--- config.mk ---
export PLATFORM = sky130hd
export DESIGN_NAME = spi3w_ctrl_slave
export DESIGN_NICKNAME = d
export VERILOG_FILES = /design/src/rtl/spi3w_pkg.sv /design/src/rtl/spi3w_sync.sv /design/src/rtl/spi3w_frame_rx.sv /design/src/rtl/spi3w_ctrl_reg.sv /design/src/rtl/spi3w_readback_tx.sv /design/src/rtl/spi3w_ctrl_slave.sv
export SDC_FILE = /design/constraint.sdc
export NUM_CORES = 1
export LEC_CHECK = 0
export ABC_AREA = 1
export BUFFER_PORTS_ARGS = -buffer_cell sky130_fd_sc_hd__clkbuf_2
export CORE_MARGIN = 2
export CORE_UTILIZATION = 59
export DETAILED_ROUTE_END_ITERATION = 8
export PLACE_DENSITY = 0.78
export SLEW_MARGIN = 20
export SYNTH_ARGS = -nofsm -noshare
export SYNTH_HDL_FRONTEND = slang
export SYNTH_SLANG_ARGS = --single-unit
--- constraint.sdc ---
create_clock -name clk_i -period 1.7 [get_ports clk_i]
set_input_delay 0.255 -clock clk_i [delete_from_list [all_inputs] [get_ports clk_i]]
set_output_delay 0.255 -clock clk_i [all_outputs]
set_load 0.05 [all_outputs]
--- src/rtl/spi3w_pkg.sv ---
package spi3w_pkg;
  typedef enum logic {
    CMD_WRITE = 1'b0,
    CMD_READ  = 1'b1
  } cmd_e;

  localparam int unsigned CMD_W = 1;
endpackage

--- src/rtl/spi3w_sync.sv ---
module spi3w_sync #(
  parameter int unsigned W       = 1,
  parameter int unsigned STAGES  = 2,
  parameter logic [W-1:0] RST_VAL = '0
) (
  input  logic         clk_i,
  input  logic         rst_ni,
  input  logic [W-1:0] d_i,
  output logic [W-1:0] q_o
);
  logic [W-1:0] stg_q [STAGES];

  for (genvar s = 0; s < STAGES; s++) begin : g_stage
    if (s == 0) begin : g_first
      always_ff @(posedge clk_i or negedge rst_ni) begin
        if (!rst_ni) stg_q[0] <= RST_VAL;
        else         stg_q[0] <= d_i;
      end
    end else begin : g_next
      always_ff @(posedge clk_i or negedge rst_ni) begin
        if (!rst_ni) stg_q[s] <= RST_VAL;
        else         stg_q[s] <= stg_q[s-1];
      end
    end
  end

  assign q_o = stg_q[STAGES-1];
endmodule

--- src/rtl/spi3w_frame_rx.sv ---
module spi3w_frame_rx
  import spi3w_pkg::*;
#(
  parameter int unsigned ADDR_W  = 15,
  parameter int unsigned DATA_W  = 8,
  parameter int unsigned FRAME_W = 24,
  parameter int unsigned CNT_W   = 5
) (
  input  logic              clk_i,
  input  logic              rst_ni,
  input  logic              cs_n_i,
  input  logic              sclk_i,
  input  logic              sdio_i,
  output logic              sclk_fall_o,
  output logic [CNT_W-1:0]  cnt_o,
  output logic              rw_o,
  output logic [ADDR_W-1:0] hdr_addr_o,
  output logic              wr_en_o,
  output logic [ADDR_W-1:0] wr_addr_o,
  output logic [DATA_W-1:0] wr_data_o
);
  localparam logic [CNT_W-1:0] CNT_FULL = CNT_W'(FRAME_W);
  localparam logic [CNT_W-1:0] CNT_LAST = CNT_W'(FRAME_W - 1);

  logic               sclk_d;
  logic               sclk_rise;
  logic [FRAME_W-1:0] shreg_q;
  logic [CNT_W-1:0]   cnt_q;
  logic               rw_q;
  logic [FRAME_W-1:0] frame;

  always_ff @(posedge clk_i or negedge rst_ni) begin
    if (!rst_ni) sclk_d <= 1'b0;
    else         sclk_d <= sclk_i;
  end

  assign sclk_rise   = sclk_i & ~sclk_d & ~cs_n_i;
  assign sclk_fall_o = ~sclk_i & sclk_d & ~cs_n_i;

  always_ff @(posedge clk_i or negedge rst_ni) begin
    if (!rst_ni) begin
      shreg_q <= '0;
      cnt_q   <= '0;
      rw_q    <= 1'b0;
    end else if (cs_n_i) begin
      shreg_q <= '0;
      cnt_q   <= '0;
      rw_q    <= 1'b0;
    end else if (sclk_rise && cnt_q != CNT_FULL) begin
      shreg_q <= {shreg_q[FRAME_W-2:0], sdio_i};
      cnt_q   <= cnt_q + 1'b1;
      if (cnt_q == '0) rw_q <= sdio_i;
    end
  end

  // frame as it stands once the final bit is on the line
  assign frame      = {shreg_q[FRAME_W-2:0], sdio_i};
  assign wr_en_o    = sclk_rise && (cnt_q == CNT_LAST) && (frame[FRAME_W-1] == CMD_WRITE);
  assign wr_addr_o  = frame[FRAME_W-2 -: ADDR_W];
  assign wr_data_o  = frame[DATA_W-1:0];
  assign hdr_addr_o = shreg_q[ADDR_W-1:0];
  assign cnt_o      = cnt_q;
  assign rw_o       = rw_q;
endmodule

--- src/rtl/spi3w_ctrl_reg.sv ---
module spi3w_ctrl_reg #(
  parameter int unsigned     ADDR_W    = 15,
  parameter int unsigned     DATA_W    = 8,
  parameter logic [ADDR_W-1:0] CTRL_ADDR = 15'h100
) (
  input  logic              clk_i,
  input  logic              rst_ni,
  input  logic              wr_en_i,
  input  logic [ADDR_W-1:0] wr_addr_i,
  input  logic [DATA_W-1:0] wr_data_i,
  input  logic [ADDR_W-1:0] rd_addr_i,
  output logic [DATA_W-1:0] rd_data_o,
  output logic [DATA_W-1:0] ctrl_o
);
  logic [DATA_W-1:0] ctrl_q;

  always_ff @(posedge clk_i or negedge rst_ni) begin
    if (!rst_ni)                                  ctrl_q <= '0;
    else if (wr_en_i && wr_addr_i == CTRL_ADDR)   ctrl_q <= wr_data_i;
  end

  assign rd_data_o = (rd_addr_i == CTRL_ADDR) ? ctrl_q : '0;
  assign ctrl_o    = ctrl_q;
endmodule

--- src/rtl/spi3w_readback_tx.sv ---
module spi3w_readback_tx
  import spi3w_pkg::*;
#(
  parameter int unsigned DATA_W  = 8,
  parameter int unsigned HDR_W   = 16,
  parameter int unsigned FRAME_W = 24,
  parameter int unsigned CNT_W   = 5
) (
  input  logic              clk_i,
  input  logic              rst_ni,
  input  logic              cs_n_i,
  input  logic              sclk_fall_i,
  input  logic [CNT_W-1:0]  cnt_i,
  input  logic              rw_i,
  input  logic [DATA_W-1:0] rd_data_i,
  output logic              sdio_o,
  output logic              oe_o
);
  localparam logic [CNT_W-1:0] CNT_HDR  = CNT_W'(HDR_W);
  localparam logic [CNT_W-1:0] CNT_FULL = CNT_W'(FRAME_W);

  logic [DATA_W-1:0] sh_q;
  logic              oe_q;

  always_ff @(posedge clk_i or negedge rst_ni) begin
    if (!rst_ni) begin
      sh_q <= '0;
      oe_q <= 1'b0;
    end else if (cs_n_i) begin
      sh_q <= '0;
      oe_q <= 1'b0;
    end else if (sclk_fall_i) begin
      if (cnt_i == CNT_HDR && rw_i == CMD_READ) begin
        sh_q <= rd_data_i;
        oe_q <= 1'b1;
      end else if (cnt_i == CNT_FULL) begin
        sh_q <= '0;
        oe_q <= 1'b0;
      end else if (oe_q) begin
        sh_q <= {sh_q[DATA_W-2:0], 1'b0};
      end
    end
  end

  assign sdio_o = oe_q & sh_q[DATA_W-1];
  assign oe_o   = oe_q;
endmodule

--- src/rtl/spi3w_ctrl_slave.sv ---
module spi3w_ctrl_slave #(
  parameter int unsigned       ADDR_W      = 15,
  parameter int unsigned       DATA_W      = 8,
  parameter logic [ADDR_W-1:0] CTRL_ADDR   = 15'h100,
  parameter int unsigned       SYNC_STAGES = 2
) (
  input  logic              clk_i,
  input  logic              rst_ni,
  input  logic              spi_cs_ni,
  input  logic              spi_sclk_i,
  input  logic              spi_sdio_i,
  output logic              spi_sdio_o,
  output logic              spi_sdio_oe_o,
  output logic [DATA_W-1:0] ctrl_o
);
  localparam int unsigned HDR_W   = spi3w_pkg::CMD_W + ADDR_W;
  localparam int unsigned FRAME_W = HDR_W + DATA_W;
  localparam int unsigned CNT_W   = $clog2(FRAME_W + 1);

  logic [2:0]        pins_s;
  logic              cs_s, sclk_s, sdio_s;
  logic              sclk_fall;
  logic [CNT_W-1:0]  bit_cnt;
  logic              rw_q;
  logic [ADDR_W-1:0] hdr_addr;
  logic              wr_en;
  logic [ADDR_W-1:0] wr_addr;
  logic [DATA_W-1:0] wr_data;
  logic [DATA_W-1:0] rd_data;

  // select idles high, so it resets high
  spi3w_sync #(.W(3), .STAGES(SYNC_STAGES), .RST_VAL(3'b001)) u_sync (
    .clk_i  (clk_i),
    .rst_ni (rst_ni),
    .d_i    ({spi_sdio_i, spi_sclk_i, spi_cs_ni}),
    .q_o    (pins_s)
  );
  assign {sdio_s, sclk_s, cs_s} = pins_s;

  spi3w_frame_rx #(
    .ADDR_W(ADDR_W), .DATA_W(DATA_W), .FRAME_W(FRAME_W), .CNT_W(CNT_W)
  ) u_rx (
    .clk_i       (clk_i),
    .rst_ni      (rst_ni),
    .cs_n_i      (cs_s),
    .sclk_i      (sclk_s),
    .sdio_i      (sdio_s),
    .sclk_fall_o (sclk_fall),
    .cnt_o       (bit_cnt),
    .rw_o        (rw_q),
    .hdr_addr_o  (hdr_addr),
    .wr_en_o     (wr_en),
    .wr_addr_o   (wr_addr),
    .wr_data_o   (wr_data)
  );

  spi3w_ctrl_reg #(
    .ADDR_W(ADDR_W), .DATA_W(DATA_W), .CTRL_ADDR(CTRL_ADDR)
  ) u_reg (
    .clk_i     (clk_i),
    .rst_ni    (rst_ni),
    .wr_en_i   (wr_en),
    .wr_addr_i (wr_addr),
    .wr_data_i (wr_data),
    .rd_addr_i (hdr_addr),
    .rd_data_o (rd_data),
    .ctrl_o    (ctrl_o)
  );

  spi3w_readback_tx #(
    .DATA_W(DATA_W), .HDR_W(HDR_W), .FRAME_W(FRAME_W), .CNT_W(CNT_W)
  ) u_tx (
    .clk_i       (clk_i),
    .rst_ni      (rst_ni),
    .cs_n_i      (cs_s),
    .sclk_fall_i (sclk_fall),
    .cnt_i       (bit_cnt),
    .rw_i        (rw_q),
    .rd_data_i   (rd_data),
    .sdio_o      (spi_sdio_o),
    .oe_o        (spi_sdio_oe_o)
  );
endmodule

==> results_tabular.tex, run 1 <==
\begin{tabular}{lr}
\hline
Metric & Value \\
\hline
\multicolumn{2}{l}{\textbf{Outcome}} \\
\quad Result of the run & complete, no violations \\
\multicolumn{2}{l}{\textbf{Logic synthesis}} \\
\quad Count of synthesis-stage warnings from yosys & 0 \\
\quad Post-Syn Area & 2425 sq um \\
\quad Synthesized Nets & 262 \\
\quad Synthesized instance count & 255 \\
\quad Sequential-to-total area share from yosys stat & 54.80\% \\
\quad Avg Inst Size Synth & between 9 and 10 sq um \\
\quad Ranking of synthesized cells by area & dfrtp\_1 53\%, nand2\_1 10\%, o22ai\_2 5.7\% \\
\quad Yosys reg bits & 53 \\
\quad Library cell occupying the most area in the post-synthesis netlist & dfrtp\_1 \\
\quad Portion of synthesized cell area occupied by the leading cell type & 52.63\% \\
\quad Post-synthesis cell type count & 27 \\
\multicolumn{2}{l}{\textbf{Final layout}} \\
\quad Most common cell after layout, fill and taps aside & nand2\_1 \\
\quad Post-layout net count & 284 \\
\quad Share of layout cells above drive strength 1 & roughly a quarter \\
\quad Utilization after layout & 67.20\% \\
\quad Area growth from synthesis to layout & 10.06\% \\
\quad Final antenna diode count & 0 \\
\quad Most frequent cells in the layout & 65 x nand2\_1, 51 x dfrtp\_1, 33 x inv\_1, 20 x nand3\_1, 16 x nor2\_1 \\
\multicolumn{2}{l}{\textbf{Floorplan}} \\
\quad Horizontal die dimension & 68.11 um \\
\quad Total die area & 4639 sq um \\
\quad Effective utilization at floorplan & slightly above 60\% \\
\quad Number of standard-cell rows in the floorplan & 23 \\
\quad Area inside the core boundary & 3971 sq um \\
\quad Die Height & 68.11 um \\
\quad I/O Pins & 15 \\
\multicolumn{2}{l}{\textbf{Critical path}} \\
\quad Critical Path End & u\_tx.sh\_q[7]\$\_DFFE\_PN0P\_ \\
\quad Data required time at the worst endpoint & 1.88 ns \\
\quad Worst R2R Start & u\_rx.cnt\_o[0]\$\_DFFE\_PN0P\_ \\
\quad Worst path cell trace & inv\_1 > ha\_2 > inv\_1 > nor2\_1 > nand3\_1 > nand2\_2 > nand2\_2 > nand2\_4 > inv\_6 > nand2\_1 > nand2\_1 \\
\quad Startpoint of the worst setup timing path & u\_rx.cnt\_o[0]\$\_DFFE\_PN0P\_ \\
\quad Delay contributed by the slowest stage of the critical path & 0.40 ns \\
\quad Number of cells on the worst reg-to-reg path & 11 \\
\quad Arrival time at the worst endpoint & approximately 1.8 ns \\
\quad Crit. End Element & register \\
\quad CP Buf/Inv Count & 3 \\
\quad CP Max Fanout & 9 \\
\quad Cell type group with the largest total delay on the critical path & simple AND/OR/NAND/NOR gates \\
\quad Crit. path cell count & 11 \\
\quad Crit-path slowest cell & dfrtp\_1 \\
\quad R2R Path End & u\_tx.sh\_q[7]\$\_DFFE\_PN0P\_ \\
\quad Launching element type of the critical path & register \\
\quad Slack of the worst reg-to-reg path & 0.13 ns \\
\quad Start-to-end type of the worst setup path & register to register \\
\multicolumn{2}{l}{\textbf{Route}} \\
\quad Violation count after the first detailed-route iteration & 93 \\
\quad Final routed wirelength across all metal layers & roughly 4200 um \\
\quad WL/cell & between 10 and 15 um \\
\quad Vias per Instance & 5.122 \\
\quad Post-route antenna net violation count & 0 \\
\quad Drc violations & 0 \\
\quad Vias & 1680 \\
\quad Number of optimization iterations in the first detailed-route pass & 4 \\
\multicolumn{2}{l}{\textbf{Global route}} \\
\quad Wire length of the first global-routing pass & about 7000 um \\
\quad Global-route congestion overflow total & 0 \\
\quad Vias in the first global route & about 1600 \\
\quad Aggregate global-route resource usage & 20.30\% \\
\quad Maximum number of pins on one net before global-route repair & 54 \\
\quad Number of antenna violations at the first check in global routing & 0 \\
\multicolumn{2}{l}{\textbf{Pwr}} \\
\quad Power per Cell Area & 786.4 nW/um\^{}2 \\
\quad Leakage power of the design & approximately 1.3 nW \\
\quad Switch share & 23.28\% \\
\quad Combinational fraction of design power & 6.3\% \\
\quad Power spent charging and discharging nets & 0.0004886 W \\
\quad Post-layout power & 0.002099 W \\
\quad Power share of the sequential group & about 61\% \\
\quad Worst-case vdd ir drop & $\sim$590 uV \\
\quad Proportion of power drawn by the clock network & 32.3\% \\
\quad Internal power consumption & 0.001610 W \\
\multicolumn{2}{l}{\textbf{Timing}} \\
\quad RSZ-0062 raised after global routing & no \\
\quad Number of setup violations in the final report & 0 \\
\quad Total negative setup slack & 0 ns \\
\quad Part of the cycle the worst path needs & about 92\% \\
\quad Minimum period implied by the final worst setup slack & 1.568 ns \\
\quad Clock skew after layout & roughly 0.011 ns \\
\quad Number of hold violations in the final report & 0 \\
\quad Maximum frequency from static timing analysis & 637.6 MHz \\
\quad Worst relative slew slack & between 60 and 70\% \\
\quad Total count of max-transition violations in the final report & 0 \\
\quad Tightest Pin Transition & between 0.4 and 0.5 ns \\
\multicolumn{2}{l}{\textbf{Clock network}} \\
\quad CTS sink cnt & 53 \\
\quad Maximum buffer depth of the clock tree & 2 \\
\quad TritonCTS clock tree & built \\
\quad Clock transition at the registers of the reported paths & 0.09 ns \\
\quad Clk Tree Root Cell & clkbuf\_8 \\
\quad CTS H-Tree Depth & 2 \\
\quad Number of clock buffers inserted by TritonCTS & 5 \\
\quad Clk Latency, worst-skew pair & 0.30 ns \\
\multicolumn{2}{l}{\textbf{Run}} \\
\quad Max-capacitance violation count & 0 \\
\multicolumn{2}{l}{\textbf{Place}} \\
\quad RePlAce Congestion & 0.8021 \\
\quad Estimated wirelength of the detail-placed design & $\sim$3000 um \\
\quad I/O Buffers & 14 \\
\multicolumn{2}{l}{\textbf{Min path}} \\
\quad Class of the worst hold path & input pin to register \\
\hline
\end{tabular}
cell families (layout without fill, tap and decap cells):
kind of cell	after synthesis	count (layout)	share of synthesized area (%)
AND/OR/NAND/NOR	118	118	22.19
adder cells (fa/ha/maj)	2	2	1.032
buffers and inverters	42	65	7.843
XOR/XNOR	1	1	0.3613
AO/OA/AOI/OAI	39	39	13.78
flip-flops	53	53	54.80
per-stage QoR:
stage	area [sq um]	std cells	hold slack (ns)	setup slack, ns
after CTS	2650	327	0.03038	0.05681
after detailed placement	2554	318	0.2703	0.07690
after floorplan	2425	255	-0.04059	0.2408
final	2669	328	0.03941	0.1315
after global placement	2554	318	0.2687	0.08751
after global routing	2669	328	0.02007	0.01438
worst register-to-register path: stages (launching register included):
cell and delay [ns]:
dfrtp_1 0.40, inv_1 0.09, ha_2 0.22, inv_1 0.05, nor2_1 0.12, nand3_1 0.14
nand2_2 0.10, nand2_2 0.07, nand2_4 0.13, inv_6 0.06, nand2_1 0.05, nand2_1 0.05
routing by layer:
layer	global-route usage [%]	wire length, um	up-vias	share of wire [%]
li1	-	-	866	-
met1	29.09	2130	795	50
met2	31.55	1994	17	47
met3	4.441	83	2	2.0
met4	5.250	23	0	0.54
met5	0	0	-	0
cell usage after synthesis:
library cell / count
a21oi_1: 1
buf_2: 1
buf_4: 1
buf_6: 3
dfrtp_1: 51
dfstp_2: 2
ha_1: 2
inv_1: 33
inv_2: 3
inv_6: 1
nand2_1: 65
nand2_2: 4
nand2_4: 3
nand3_1: 20
nand3_2: 1
nand4_1: 4
nor2_1: 16
nor2_2: 2
nor2_4: 1
nor3_2: 1
o21ai_0: 6
o21ai_2: 8
o21ai_4: 1
o22ai_1: 12
o22ai_2: 11
or2_2: 1
xor2_1: 1
power by group through the flow:
| stage | combinational (W) | sequential, W | clock [W] |
|---|---|---|---|
| after detailed placement | 0.000129 | 0.00131 | 0 |
| after floorplan | 0.0000856 | 0.00131 | 0 |
| after global placement | 0.000128 | 0.00131 | 0 |
| after global routing | 0.000149 | 0.00129 | 0.000749 |
| after CTS | 0.000132 | 0.00129 | 0.000701 |
| final | 0.000133 | 0.00129 | 0.000679 |
how the worst min path moves through the flow:
| stage | startpoint | endpoint | slack (ns) | cells past startpoint |
|---|---|---|---|---|
| after floorplan | rst_ni | u_reg.ctrl_o[0]$_DFFE_PN0P_ | -0.04 | 0 |
| after global placement | rst_ni | u_rx.shreg_q[17]$_DFFE_PN0P_ | 0.27 | 2 |
| after detailed placement | rst_ni | u_rx.shreg_q[15]$_DFFE_PN0P_ | 0.27 | 2 |
| after CTS | spi_cs_ni | u_sync.stg_q[3]$_DFF_PN1_ | 0.03 | 1 |
| after global routing | spi_cs_ni | u_sync.stg_q[3]$_DFF_PN1_ | 0.02 | 1 |
| final | spi_cs_ni | u_sync.stg_q[3]$_DFF_PN1_ | 0.04 | 1 |
state kept, by name, indices dropped and copies added, names as in the netlist:
signal,cells
u_rx.shreg_q,23
u_reg.ctrl_o,8
u_tx.sh_q,8
u_rx.cnt_o,5
u_sync.q_o,3
u_sync.stg_q,3
u_rx.rw_o,1
u_rx.sclk_d,1
u_tx.oe_o,1
area by class of cell:
type | count | area, sq um
clock buffer | 6 | 72.57
clock inverter | 2 | 13.76
fill | 309 | 1303
inverter | 37 | 143.9
multi-input combinational | 160 | 917.1
sequential | 53 | 1329
tap | 50 | 62.56
timing repair buffer | 20 | 130.1
repair_timing:
action,4_1_cts,5_1_grt
hold buffers,1,0
buffers inserted,0,1
endpoints found under the hold margin,51,0
gates resized for setup,0,2
setup endpoints to repair,0,14
No activity file was read; power rests on OpenSTA's default activity.
==> run 2, diff against run 1 <==
- CORE_UTILIZATION: 59 -> 63
- CTS_BUF_LIST: default -> sky130_fd_sc_hd__clkbuf_8
- PLACE_DENSITY: 0.78 -> 0.82
- SYNTH_HIERARCHICAL: default -> 1
==> run 2 against run 1 <==
Against the previous run: first-iteration DRC count grew 54%; die area is 15% higher; final cell count up 30%; via count is 29% higher; total power rose by 10%; setup slack got worse by 0.050 ns; clock-buffer cell count unchanged; global-route usage grew 0.55 points; sequential share of layout area shrank 5.6 points.
==> results_tabular.tex, run 2 <==
\begin{tabular}{lr}
\hline
Metric & Value \\
\hline
\multicolumn{2}{l}{\textbf{Final layout}} \\
\quad Final antenna diode count & 0 (unchanged) \\
\quad Post-layout net count & 380 (was 284) \\
\quad Most frequent cells in the layout & 135 x nand2\_1, 51 x dfrtp\_1, 43 x nor2\_1, 38 x nand3\_1, 35 x inv\_1 (was 65 x nand2\_1, 51 x dfrtp\_1, 33 x inv\_1, 20 x nand3\_1, 16 x nor2\_1) \\
\quad Area growth from synthesis to layout & 0.08328\% (was 10.06\%) \\
\quad Most flops, register & u\_rx/shreg\_q (was u\_rx.shreg\_q) \\
\quad Most common cell after layout, fill and taps aside & nand2\_1 (unchanged) \\
\quad Number of flip-flops in the largest register & 23 (unchanged) \\
\quad Area of all placed cells without fillers & 3010 sq um (was 2669 sq um) \\
\quad Number of standard cells in the layout, taps in and fillers out & 428 (was 328) \\
\quad Share of layout cells above drive strength 1 & 16.84\% (was 23.74\%) \\
\quad Utilization after layout & 64.59\% (was 67.20\%) \\
\multicolumn{2}{l}{\textbf{Run}} \\
\quad Max-capacitance violation count & 0 (unchanged) \\
\multicolumn{2}{l}{\textbf{Outcome}} \\
\quad Result of the run & complete, no violations (unchanged) \\
\multicolumn{2}{l}{\textbf{Logic synthesis}} \\
\quad Post-Syn Area & 3008 sq um (was 2425 sq um) \\
\quad Library cell occupying the most area in the post-synthesis netlist & dfrtp\_1 (unchanged) \\
\quad Synthesized instance count & 389 (was 255) \\
\quad Avg Inst Size Synth & 7.732 sq um (was 9.509 sq um) \\
\quad Yosys reg bits & 53 (unchanged) \\
\quad Post-synthesis cell type count & 26 (was 27) \\
\quad Top flip-flop cell by instance count after synthesis & dfrtp\_1 (unchanged) \\
\quad Top-count cell post-synth & nand2\_1 (unchanged) \\
\quad Sequential-to-total area share from yosys stat & 44.18\% (was 54.80\%) \\
\quad Synthesized Nets & 396 (was 262) \\
\quad Async SR Flop Fraction & 100.0\% (unchanged) \\
\quad Portion of synthesized cell area occupied by the leading cell type & 42.43\% (was 52.63\%) \\
\quad Most frequent cells after synthesis & 135 x nand2\_1, 51 x dfrtp\_1, 45 x buf\_4 (was 65 x nand2\_1, 51 x dfrtp\_1, 33 x inv\_1) \\
\quad Ranking of synthesized cells by area & dfrtp\_1 42\%, nand2\_1 17\%, buf\_4 11\% (was dfrtp\_1 53\%, nand2\_1 10\%, o22ai\_2 5.7\%) \\
\quad Post-synth EDFFs & 0 (unchanged) \\
\quad Count of synthesis-stage warnings from yosys & 6 (was 0) \\
\multicolumn{2}{l}{\textbf{Critical path}} \\
\quad Number of cells on the worst reg-to-reg path & 10 (was 11) \\
\quad Arrival time at the worst endpoint & 1.82 ns (was 1.75 ns) \\
\quad Slack of the worst reg-to-reg path & 0.08 ns (was 0.13 ns) \\
\quad Worst path cell trace & nor2\_1 > nand3\_2 > nor2\_1 > inv\_1 > nor2\_1 > nand2\_2 > nor2\_8 > nand2\_4 > nand2\_1 > nand2\_1 (was inv\_1 > ha\_2 > inv\_1 > nor2\_1 > nand3\_1 > nand2\_2 > nand2\_2 > nand2\_4 > inv\_6 > nand2\_1 > nand2\_1) \\
\quad Crit-path slowest cell & dfstp\_2 (was dfrtp\_1) \\
\quad Worst R2R Start & u\_sync/q\_o[0]\$\_DFF\_PN1\_ (was u\_rx.cnt\_o[0]\$\_DFFE\_PN0P\_) \\
\quad Delay contributed by the slowest stage of the critical path & 0.42 ns (was 0.40 ns) \\
\quad Launching element type of the critical path & register (unchanged) \\
\quad Data required time at the worst endpoint & 1.90 ns (was 1.88 ns) \\
\quad R2R Path End & u\_reg/ctrl\_o[3]\$\_DFFE\_PN0P\_ (was u\_tx.sh\_q[7]\$\_DFFE\_PN0P\_) \\
\quad Startpoint of the worst setup timing path & u\_sync/q\_o[0]\$\_DFF\_PN1\_ (was u\_rx.cnt\_o[0]\$\_DFFE\_PN0P\_) \\
\quad CP Max Fanout & 8 (was 9) \\
\quad Critical Path End & u\_reg/ctrl\_o[3]\$\_DFFE\_PN0P\_ (was u\_tx.sh\_q[7]\$\_DFFE\_PN0P\_) \\
\quad Crit. End Element & register (unchanged) \\
\quad Cell seen most often among critical-path stages & nor2\_1 \\
\quad Start-to-end type of the worst setup path & register to register (unchanged) \\
\multicolumn{2}{l}{\textbf{Timing}} \\
\quad Part of the cycle the worst path needs & 95.23\% (was 92.26\%) \\
\quad Total count of max-transition violations in the final report & 0 (unchanged) \\
\quad Tightest Pin Transition & 0.4654 ns (was 0.4836 ns) \\
\quad Clock skew after layout & 0.01094 ns (was 0.01147 ns) \\
\quad Minimum period implied by the final worst setup slack & 1.619 ns (was 1.568 ns) \\
\quad Worst relative slew slack & 68.98\% (was 67.64\%) \\
\quad Maximum frequency from static timing analysis & 617.7 MHz (was 637.6 MHz) \\
\quad Number of hold violations in the final report & 0 (unchanged) \\
\quad Number of setup violations in the final report & 0 (unchanged) \\
\quad Post-route setup slack & 0.08104 ns (was 0.1315 ns) \\
\multicolumn{2}{l}{\textbf{Clock network}} \\
\quad TritonCTS clock tree & built (unchanged) \\
\quad Clk Tree Root Cell & clkbuf\_8 (unchanged) \\
\quad Maximum buffer depth of the clock tree & 2 (unchanged) \\
\quad CTS sink cnt & 53 (unchanged) \\
\quad Clock transition at the registers of the reported paths & 0.10 ns (was 0.09 ns) \\
\quad CTS H-Tree Depth & 2 (unchanged) \\
\quad Clk Latency, worst-skew pair & 0.30 ns (about the same) \\
\quad Number of clock buffers inserted by TritonCTS & 5 (unchanged) \\
\multicolumn{2}{l}{\textbf{Global route}} \\
\quad Wire length of the first global-routing pass & 8680 um (was 6989 um) \\
\quad Maximum number of pins on one net before global-route repair & 30 (was 54) \\
\quad Number of antenna violations at the first check in global routing & 0 (unchanged) \\
\quad Aggregate global-route resource usage & 20.85\% (was 20.30\%) \\
\quad Vias in the first global route & 1993 (was 1603) \\
\quad Global-route congestion overflow total & 0 (unchanged) \\
\multicolumn{2}{l}{\textbf{Route}} \\
\quad Post-route antenna net violation count & 0 (unchanged) \\
\quad Met2 Wirelength & 2458 um (was 1994 um) \\
\quad Vias & 2174 (was 1680) \\
\quad Violation count after the first detailed-route iteration & 143 (was 93) \\
\quad Final routed wirelength across all metal layers & 5083 um (was 4231 um) \\
\quad WL/cell & 11.88 um (was 12.90 um) \\
\quad DR top layer & met4 (unchanged) \\
\quad Met1 Routed Length & 2315 um (was 2130 um) \\
\quad Routed length on met3 & 224 um (was 83 um) \\
\quad Vias per Instance & 5.079 (was 5.122) \\
\quad Drc violations & 0 (unchanged) \\
\quad Number of optimization iterations in the first detailed-route pass & 4 (unchanged) \\
\multicolumn{2}{l}{\textbf{Pwr}} \\
\quad Worst-case vdd ir drop & 698.6 uV (was 594.8 uV) \\
\quad Power per Cell Area & 766.7 nW/um\^{}2 (was 786.4 nW/um\^{}2) \\
\quad Leakage power of the design & 1.673 nW (was 1.272 nW) \\
\multicolumn{2}{l}{\textbf{Floorplan}} \\
\quad Die Height & 73.10 um (was 68.11 um) \\
\quad Area inside the core boundary & 4661 sq um (was 3971 sq um) \\
\quad Number of standard-cell rows in the floorplan & 25 (was 23) \\
\quad Effective utilization at floorplan & 64.54\% (was 61.06\%) \\
\quad Total die area & 5343 sq um (was 4639 sq um) \\
\quad Horizontal die dimension & 73.10 um (was 68.11 um) \\
\quad I/O Pins & 15 (unchanged) \\
\multicolumn{2}{l}{\textbf{Place}} \\
\quad RePlAce Congestion & 0.8258 (was 0.8021) \\
\quad Number of cells in the design after placement & 417 (was 318) \\
\quad Worst-case setup slack after placement & 0.09096 ns (was 0.07690 ns) \\
\quad Estimated wirelength of the detail-placed design & 3570 um (was 3007 um) \\
\quad I/O Buffers & 14 (unchanged) \\
\quad Standard cell area after detailed placement & 2851 sq um (was 2554 sq um) \\
\multicolumn{2}{l}{\textbf{Min path}} \\
\quad Class of the worst hold path & input pin to register (unchanged) \\
\quad Min-Delay Path Depth & 1 (unchanged) \\
\hline
\end{tabular}
==> run 2: what timing repair did <==
| item | in CTS | in global routing |
|---|---|---|
| hold buffers | 1 | 0 |
| endpoints found under the setup margin | 0 | 34 |
| gates resized for setup | 0 | 5 |
| hold endpoints to repair | 12 | 0 |
| setup buffers | 0 | 1 |
==> run 2: logic make-up (layout without fill, tap and decap cells) <==
logic type	count (synthesis)	after routing	share of synthesized area, %
AND/OR/NAND/NOR	242	243	35.86
buffers and inverters	88	72	17.85
flip-flops	53	53	44.18
AO/OA/AOI/OAI	4	4	1.289
adder cells (fa/ha/maj)	2	2	0.8318
==> run 2: report_power, final <==
group | leakage, nW | switching, W | internal [W]
combinational | 0.895 | 0.0000944 | 0.0000428
clock | 0.0574 | 0.000402 | 0.000479
sequential | 0.720 | 0.0000134 | 0.00128
==> run 2: layout make-up <==
class / count / area (sq um)
fill: 395 / 1650
sequential: 53 / 1329
multi-input combinational: 249 / 1161
timing repair buffer: 26 / 187.7
inverter: 38 / 145.1
clock buffer: 6 / 82.58
tap: 54 / 67.56
clock inverter: 2 / 37.54
==> run 2: worst min-delay path by stage <==
stage	startpoint	endpoint	slack (ns)
3_3_place_gp	rst_ni	u_tx/sh_q[7]$_DFFE_PN0P_	0.22
4_1_cts	spi_cs_ni	u_sync/stg_q[3]$_DFF_PN1_	0.02
6_report	spi_cs_ni	u_sync/stg_q[3]$_DFF_PN1_	0.03
3_5_place_dp	rst_ni	u_tx/sh_q[7]$_DFFE_PN0P_	0.22
2_1_floorplan	rst_ni	u_reg/ctrl_o[0]$_DFFE_PN0P_	-0.04
5_1_grt	spi_cs_ni	u_sync/stg_q[3]$_DFF_PN1_	0.01
==> run 2: critical path: cells and delay by family, from the launching register on <==
family / cells / cell delay, ns
simple gates: 9 / 1.07
flops: 1 / 0.42
buf+inv: 1 / 0.04
==> run 2: through the flow <==
| stage | hold WS, ns | power, W | setup TNS [ns] |
|---|---|---|---|
| final | 0.03341 | 0.002308 | 0 |
| after global routing | 0.01427 | 0.002400 | -0.04102 |
| after floorplan | -0.04059 | 0.001405 | 0 |
| after CTS | 0.02135 | 0.002332 | 0 |
| after global placement | 0.2192 | 0.001444 | 0 |
| after detailed placement | 0.2249 | 0.001447 | 0 |
==> run 2: layer usage <==
layer	global-route usage, %	up-vias
li1	-	1113
met1	26.59	998
met2	34.83	53
met3	4.558	10
met4	7.407	0
met5	0	-
==> run 3, diff against run 2 <==
- ABC_AREA: 1 -> default
- CORE_UTILIZATION: 63 -> 55
- PLACE_DENSITY: 0.82 -> 0.73
==> run 3 against run 2 <==
Against the previous run: the run now ends with setup timing left; area after synthesis decreased by 2.2%; final cell count shrank 26%; clock power hardly changed; setup slack got worse by 0.19 ns; wire length is 3.1% lower; core utilization down 3.3 points; fmax is 11% lower; register-to-register slack got worse by 0.19 ns; critical path depth decreased by 5.
==> results_tabular.tex, run 3 <==
\begin{tabular}{lr}
\hline
Metric & Value \\
\hline
\multicolumn{2}{l}{\textbf{Final layout}} \\
\quad Post-layout net count & 254 (was 380) \\
\quad FF+latch area & 1329 sq um (unchanged) \\
\quad Number of flip-flops in the largest register & 23 (unchanged) \\
\quad Area growth from synthesis to layout & 7.146\% (was 0.08328\%) \\
\quad Most flops, register & u\_rx/shreg\_q (unchanged) \\
\quad Share of layout cells above drive strength 1 & 39.52\% (was 16.84\%) \\
\quad Area of the multi-input gates & 1274 sq um (was 1161 sq um) \\
\quad Most frequent cells in the layout & 51 x dfrtp\_1, 22 x nor2b\_1, 21 x buf\_4, 19 x mux2\_4, 14 x clkbuf\_2 (was 135 x nand2\_1, 51 x dfrtp\_1, 43 x nor2\_1, 38 x nand3\_1, 35 x inv\_1) \\
\quad Utilization after layout & 61.32\% (was 64.59\%) \\
\quad Final antenna diode count & 0 (unchanged) \\
\quad Most common cell after layout, fill and taps aside & dfrtp\_1 (was nand2\_1) \\
\quad Filler Cells Inserted & 420 (was 395) \\
\multicolumn{2}{l}{\textbf{Logic synthesis}} \\
\quad Post-Syn Area & 2942 sq um (was 3008 sq um) \\
\quad Library cell occupying the most area in the post-synthesis netlist & dfrtp\_1 (unchanged) \\
\quad Async SR Flop Fraction & 100.0\% (unchanged) \\
\quad Sequential-to-total area share from yosys stat & 45.17\% (was 44.18\%) \\
\quad Portion of synthesized cell area occupied by the leading cell type & 43.39\% (was 42.43\%) \\
\quad Post-synth EDFFs & 0 (unchanged) \\
\quad Synthesized instance count & 249 (was 389) \\
\quad Top-count cell post-synth & dfrtp\_1 (was nand2\_1) \\
\quad Top flip-flop cell by instance count after synthesis & dfrtp\_1 (unchanged) \\
\quad Post-synthesis cell type count & 46 (was 26) \\
\quad Avg Inst Size Synth & 11.81 sq um (was 7.732 sq um) \\
\quad Ranking of synthesized cells by area & dfrtp\_1 43\%, buf\_4 10\%, mux2\_4 9.2\% (was dfrtp\_1 42\%, nand2\_1 17\%, buf\_4 11\%) \\
\quad Yosys reg bits & 53 (unchanged) \\
\quad Count of synthesis-stage warnings from yosys & 6 (unchanged) \\
\quad Synthesized Nets & 256 (was 396) \\
\quad Most frequent cells after synthesis & 51 x dfrtp\_1, 41 x buf\_4, 22 x nor2b\_1 (was 135 x nand2\_1, 51 x dfrtp\_1, 45 x buf\_4) \\
\multicolumn{2}{l}{\textbf{Floorplan}} \\
\quad Horizontal die dimension & 77.13 um (was 73.10 um) \\
\quad I/O Pins & 15 (unchanged) \\
\quad Number of standard-cell rows in the floorplan & 26 (was 25) \\
\quad Effective utilization at floorplan & 57.23\% (was 64.54\%) \\
\quad Total die area & 5949 sq um (was 5343 sq um) \\
\quad Area inside the core boundary & 5140 sq um (was 4661 sq um) \\
\quad Die Height & 77.13 um (was 73.10 um) \\
\multicolumn{2}{l}{\textbf{Place}} \\
\quad Worst-case setup slack after placement & -0.1550 ns (was 0.09096 ns) \\
\quad I/O Buffers & 14 (unchanged) \\
\quad Estimated wirelength of the detail-placed design & 3250 um (was 3570 um) \\
\quad RePlAce Congestion & 0.8142 (was 0.8258) \\
\multicolumn{2}{l}{\textbf{Critical path}} \\
\quad Delay contributed by the slowest stage of the critical path & 0.41 ns (was 0.42 ns) \\
\quad Critical Path End & u\_reg/ctrl\_o[0]\$\_DFFE\_PN0P\_ (was u\_reg/ctrl\_o[3]\$\_DFFE\_PN0P\_) \\
\quad CP Max Fanout & 8 (unchanged) \\
\quad Start-to-end type of the worst setup path & register to register (unchanged) \\
\quad Number of cells on the worst reg-to-reg path & 5 (was 10) \\
\quad Worst path cell trace & or3b\_4 > nor3\_2 > and4bb\_2 > nand4\_4 > mux2\_4 (was nor2\_1 > nand3\_2 > nor2\_1 > inv\_1 > nor2\_1 > nand2\_2 > nor2\_8 > nand2\_4 > nand2\_1 > nand2\_1) \\
\quad Startpoint of the worst setup timing path & u\_rx/sclk\_d\$\_DFF\_PN0\_ (was u\_sync/q\_o[0]\$\_DFF\_PN1\_) \\
\quad R2R Path End & u\_reg/ctrl\_o[0]\$\_DFFE\_PN0P\_ (was u\_reg/ctrl\_o[3]\$\_DFFE\_PN0P\_) \\
\quad Data required time at the worst endpoint & 1.90 ns (about the same) \\
\quad Launching element type of the critical path & register (unchanged) \\
\quad Slack of the worst reg-to-reg path & -0.11 ns (was 0.08 ns) \\
\quad Crit-path slowest cell & or3b\_4 (was dfstp\_2) \\
\quad Arrival time at the worst endpoint & 2.01 ns (was 1.82 ns) \\
\quad Crit. End Element & register (unchanged) \\
\quad Worst R2R Start & u\_rx/sclk\_d\$\_DFF\_PN0\_ (was u\_sync/q\_o[0]\$\_DFF\_PN1\_) \\
\multicolumn{2}{l}{\textbf{Clock network}} \\
\quad CTS H-Tree Depth & 2 (unchanged) \\
\quad Clk Tree Root Cell & clkbuf\_8 (unchanged) \\
\quad Maximum buffer depth of the clock tree & 2 (unchanged) \\
\quad Number of clock buffers inserted by TritonCTS & 5 (unchanged) \\
\quad CTS sink cnt & 53 (unchanged) \\
\quad Clk Latency, worst-skew pair & 0.31 ns (was 0.30 ns) \\
\quad TritonCTS clock tree & built (unchanged) \\
\quad Clock transition at the registers of the reported paths & 0.09 ns (was 0.10 ns) \\
\multicolumn{2}{l}{\textbf{Run}} \\
\quad Max-capacitance violation count & 0 (unchanged) \\
\multicolumn{2}{l}{\textbf{Route}} \\
\quad Vias per Instance & 5.497 (was 5.079) \\
\quad Final routed wirelength across all metal layers & 4927 um (was 5083 um) \\
\quad Post-route antenna net violation count & 0 (unchanged) \\
\quad Drc violations & 0 (unchanged) \\
\quad Vias & 1748 (was 2174) \\
\quad Violation count after the first detailed-route iteration & 68 (was 143) \\
\quad Number of optimization iterations in the first detailed-route pass & 4 (unchanged) \\
\quad WL/cell & 15.49 um (was 11.88 um) \\
\multicolumn{2}{l}{\textbf{Timing}} \\
\quad Number of setup violations in the final report & 8 (was 0) \\
\quad Tightest Pin Transition & 0.5219 ns (was 0.4654 ns) \\
\quad Post-route setup slack & -0.1091 ns (was 0.08104 ns) \\
\quad Number of hold violations in the final report & 0 (unchanged) \\
\quad Part of the cycle the worst path needs & 106.4\% (was 95.23\%) \\
\quad Worst relative slew slack & 65.20\% (was 68.98\%) \\
\quad Total count of max-transition violations in the final report & 0 (unchanged) \\
\quad RSZ-0062 raised after global routing & yes \\
\quad Worst hold slack & 0.02013 ns (was 0.03341 ns) \\
\quad Maximum frequency from static timing analysis & 552.8 MHz (was 617.7 MHz) \\
\quad Minimum period implied by the final worst setup slack & 1.809 ns (was 1.619 ns) \\
\quad Clock skew after layout & 0.01023 ns (was 0.01094 ns) \\
\multicolumn{2}{l}{\textbf{Min path}} \\
\quad Class of the worst hold path & input pin to register (unchanged) \\
\multicolumn{2}{l}{\textbf{Global route}} \\
\quad Vias in the first global route & 1644 (was 1993) \\
\quad Wire length of the first global-routing pass & 7886 um (was 8680 um) \\
\quad Aggregate global-route resource usage & 16.80\% (was 20.85\%) \\
\quad Global-route congestion overflow total & 0 (unchanged) \\
\quad Number of antenna violations at the first check in global routing & 0 (unchanged) \\
\quad Maximum number of pins on one net before global-route repair & 21 (was 30) \\
\multicolumn{2}{l}{\textbf{Outcome}} \\
\quad Violations in the final reports & setup timing \\
\quad Result of the run & finished, violations left (was complete, no violations) \\
\multicolumn{2}{l}{\textbf{Pwr}} \\
\quad Power per Cell Area & 754.2 nW/um\^{}2 (was 766.7 nW/um\^{}2) \\
\quad Worst-case vdd ir drop & 433.9 uV (was 698.6 uV) \\
\quad Leakage power of the design & 1.498 nW (was 1.673 nW) \\
\quad Post-layout power & 0.002377 W (was 0.002308 W) \\
\hline
\end{tabular}
## run 3: cell count changes after synthesis, sizes merged, moves of 7 or more
| cell | before | now |
|---|---|---|
| a211oi | 0 | 7 |
| a31oi | 0 | 7 |
| and2 | 0 | 9 |
| inv | 38 | 4 |
| mux2 | 0 | 32 |
| nand2 | 142 | 2 |
| nand3 | 42 | 10 |
| nor2 | 53 | 2 |
| nor2b | 0 | 22 |
## run 3: power by group
group | internal (W) | leakage (nW) | switching, W
Combinational | 0.0000828 | 0.728 | 0.0000990
Clock | 0.000475 | 0.0626 | 0.000410
Sequential | 0.00129 | 0.707 | 0.0000188
## run 3: worst min path at each step
stage,depth (start not counted),endpoint,start
3_3_place_gp,1,u_sync/stg_q[4]$_DFF_PN0_,rst_ni
3_5_place_dp,1,u_rx/cnt_o[4]$_DFFE_PN0P_,rst_ni
2_1_floorplan,0,u_reg/ctrl_o[0]$_DFFE_PN0P_,rst_ni
5_1_grt,1,u_sync/stg_q[3]$_DFF_PN1_,spi_cs_ni
4_1_cts,1,u_sync/stg_q[3]$_DFF_PN1_,spi_cs_ni
6_report,1,u_sync/stg_q[3]$_DFF_PN1_,spi_cs_ni
## run 3: per-stage QoR
step | area, sq um | setup TNS [ns] | instances
floorplan | 2959 | -0.9557 | 249
global placement | 2902 | -0.5531 | 302
detailed placement | 2902 | -1.107 | 302
CTS | 3042 | -0.6925 | 311
global route | 3152 | -2.966 | 318
finish | 3152 | -0.7532 | 318
## run 3: repair_timing
action	4_1_cts	5_1_grt
gates cloned	0	3
hold endpoints to repair	16	0
buffers inserted	0	4
resized for setup	3	5
setup endpoints to repair	10	38
hold buffers	1	0
pin swaps	2	1
## run 3: layout make-up
class                   count  share of cell area (%)
flip-flops and latches     53                   42.16
multi-input cells         142                   40.41
repair buffers             41                   10.48
well taps                  70                   2.779
clock buffers               6                   2.620
clock inverters             2                   1.072
inverters                   4                  0.4764
## run 3: worst max-delay path, delay by kind of cell (launching register included)
| family | cells | cell delay (ns) |
|---|---|---|
| flops | 1 | 0.40 |
| mux | 1 | 0.34 |
| simple gates | 4 | 0.96 |
## run 3: kinds of logic after synthesis
group | after synthesis | share of synthesized area (%)
AND/OR/NAND/NOR | 73 | 17.78
buffers and inverters | 54 | 12.93
flip-flops | 53 | 45.17
multiplexers | 35 | 15.57
AO/OA/AOI/OAI | 31 | 7.401
adder cells (fa/ha/maj) | 2 | 0.8506
XOR/XNOR | 1 | 0.2978
## run 3: layer usage
metal	share of wire (%)	wire (um)	track usage (%)	vias to the layer above
li1	-	-	-	832
met3	3.7	180	3.529	8
met4	1.4	68	5.893	0
met2	47	2328	25.83	43
met1	48	2350	23.60	865
met5	0	0	0	-
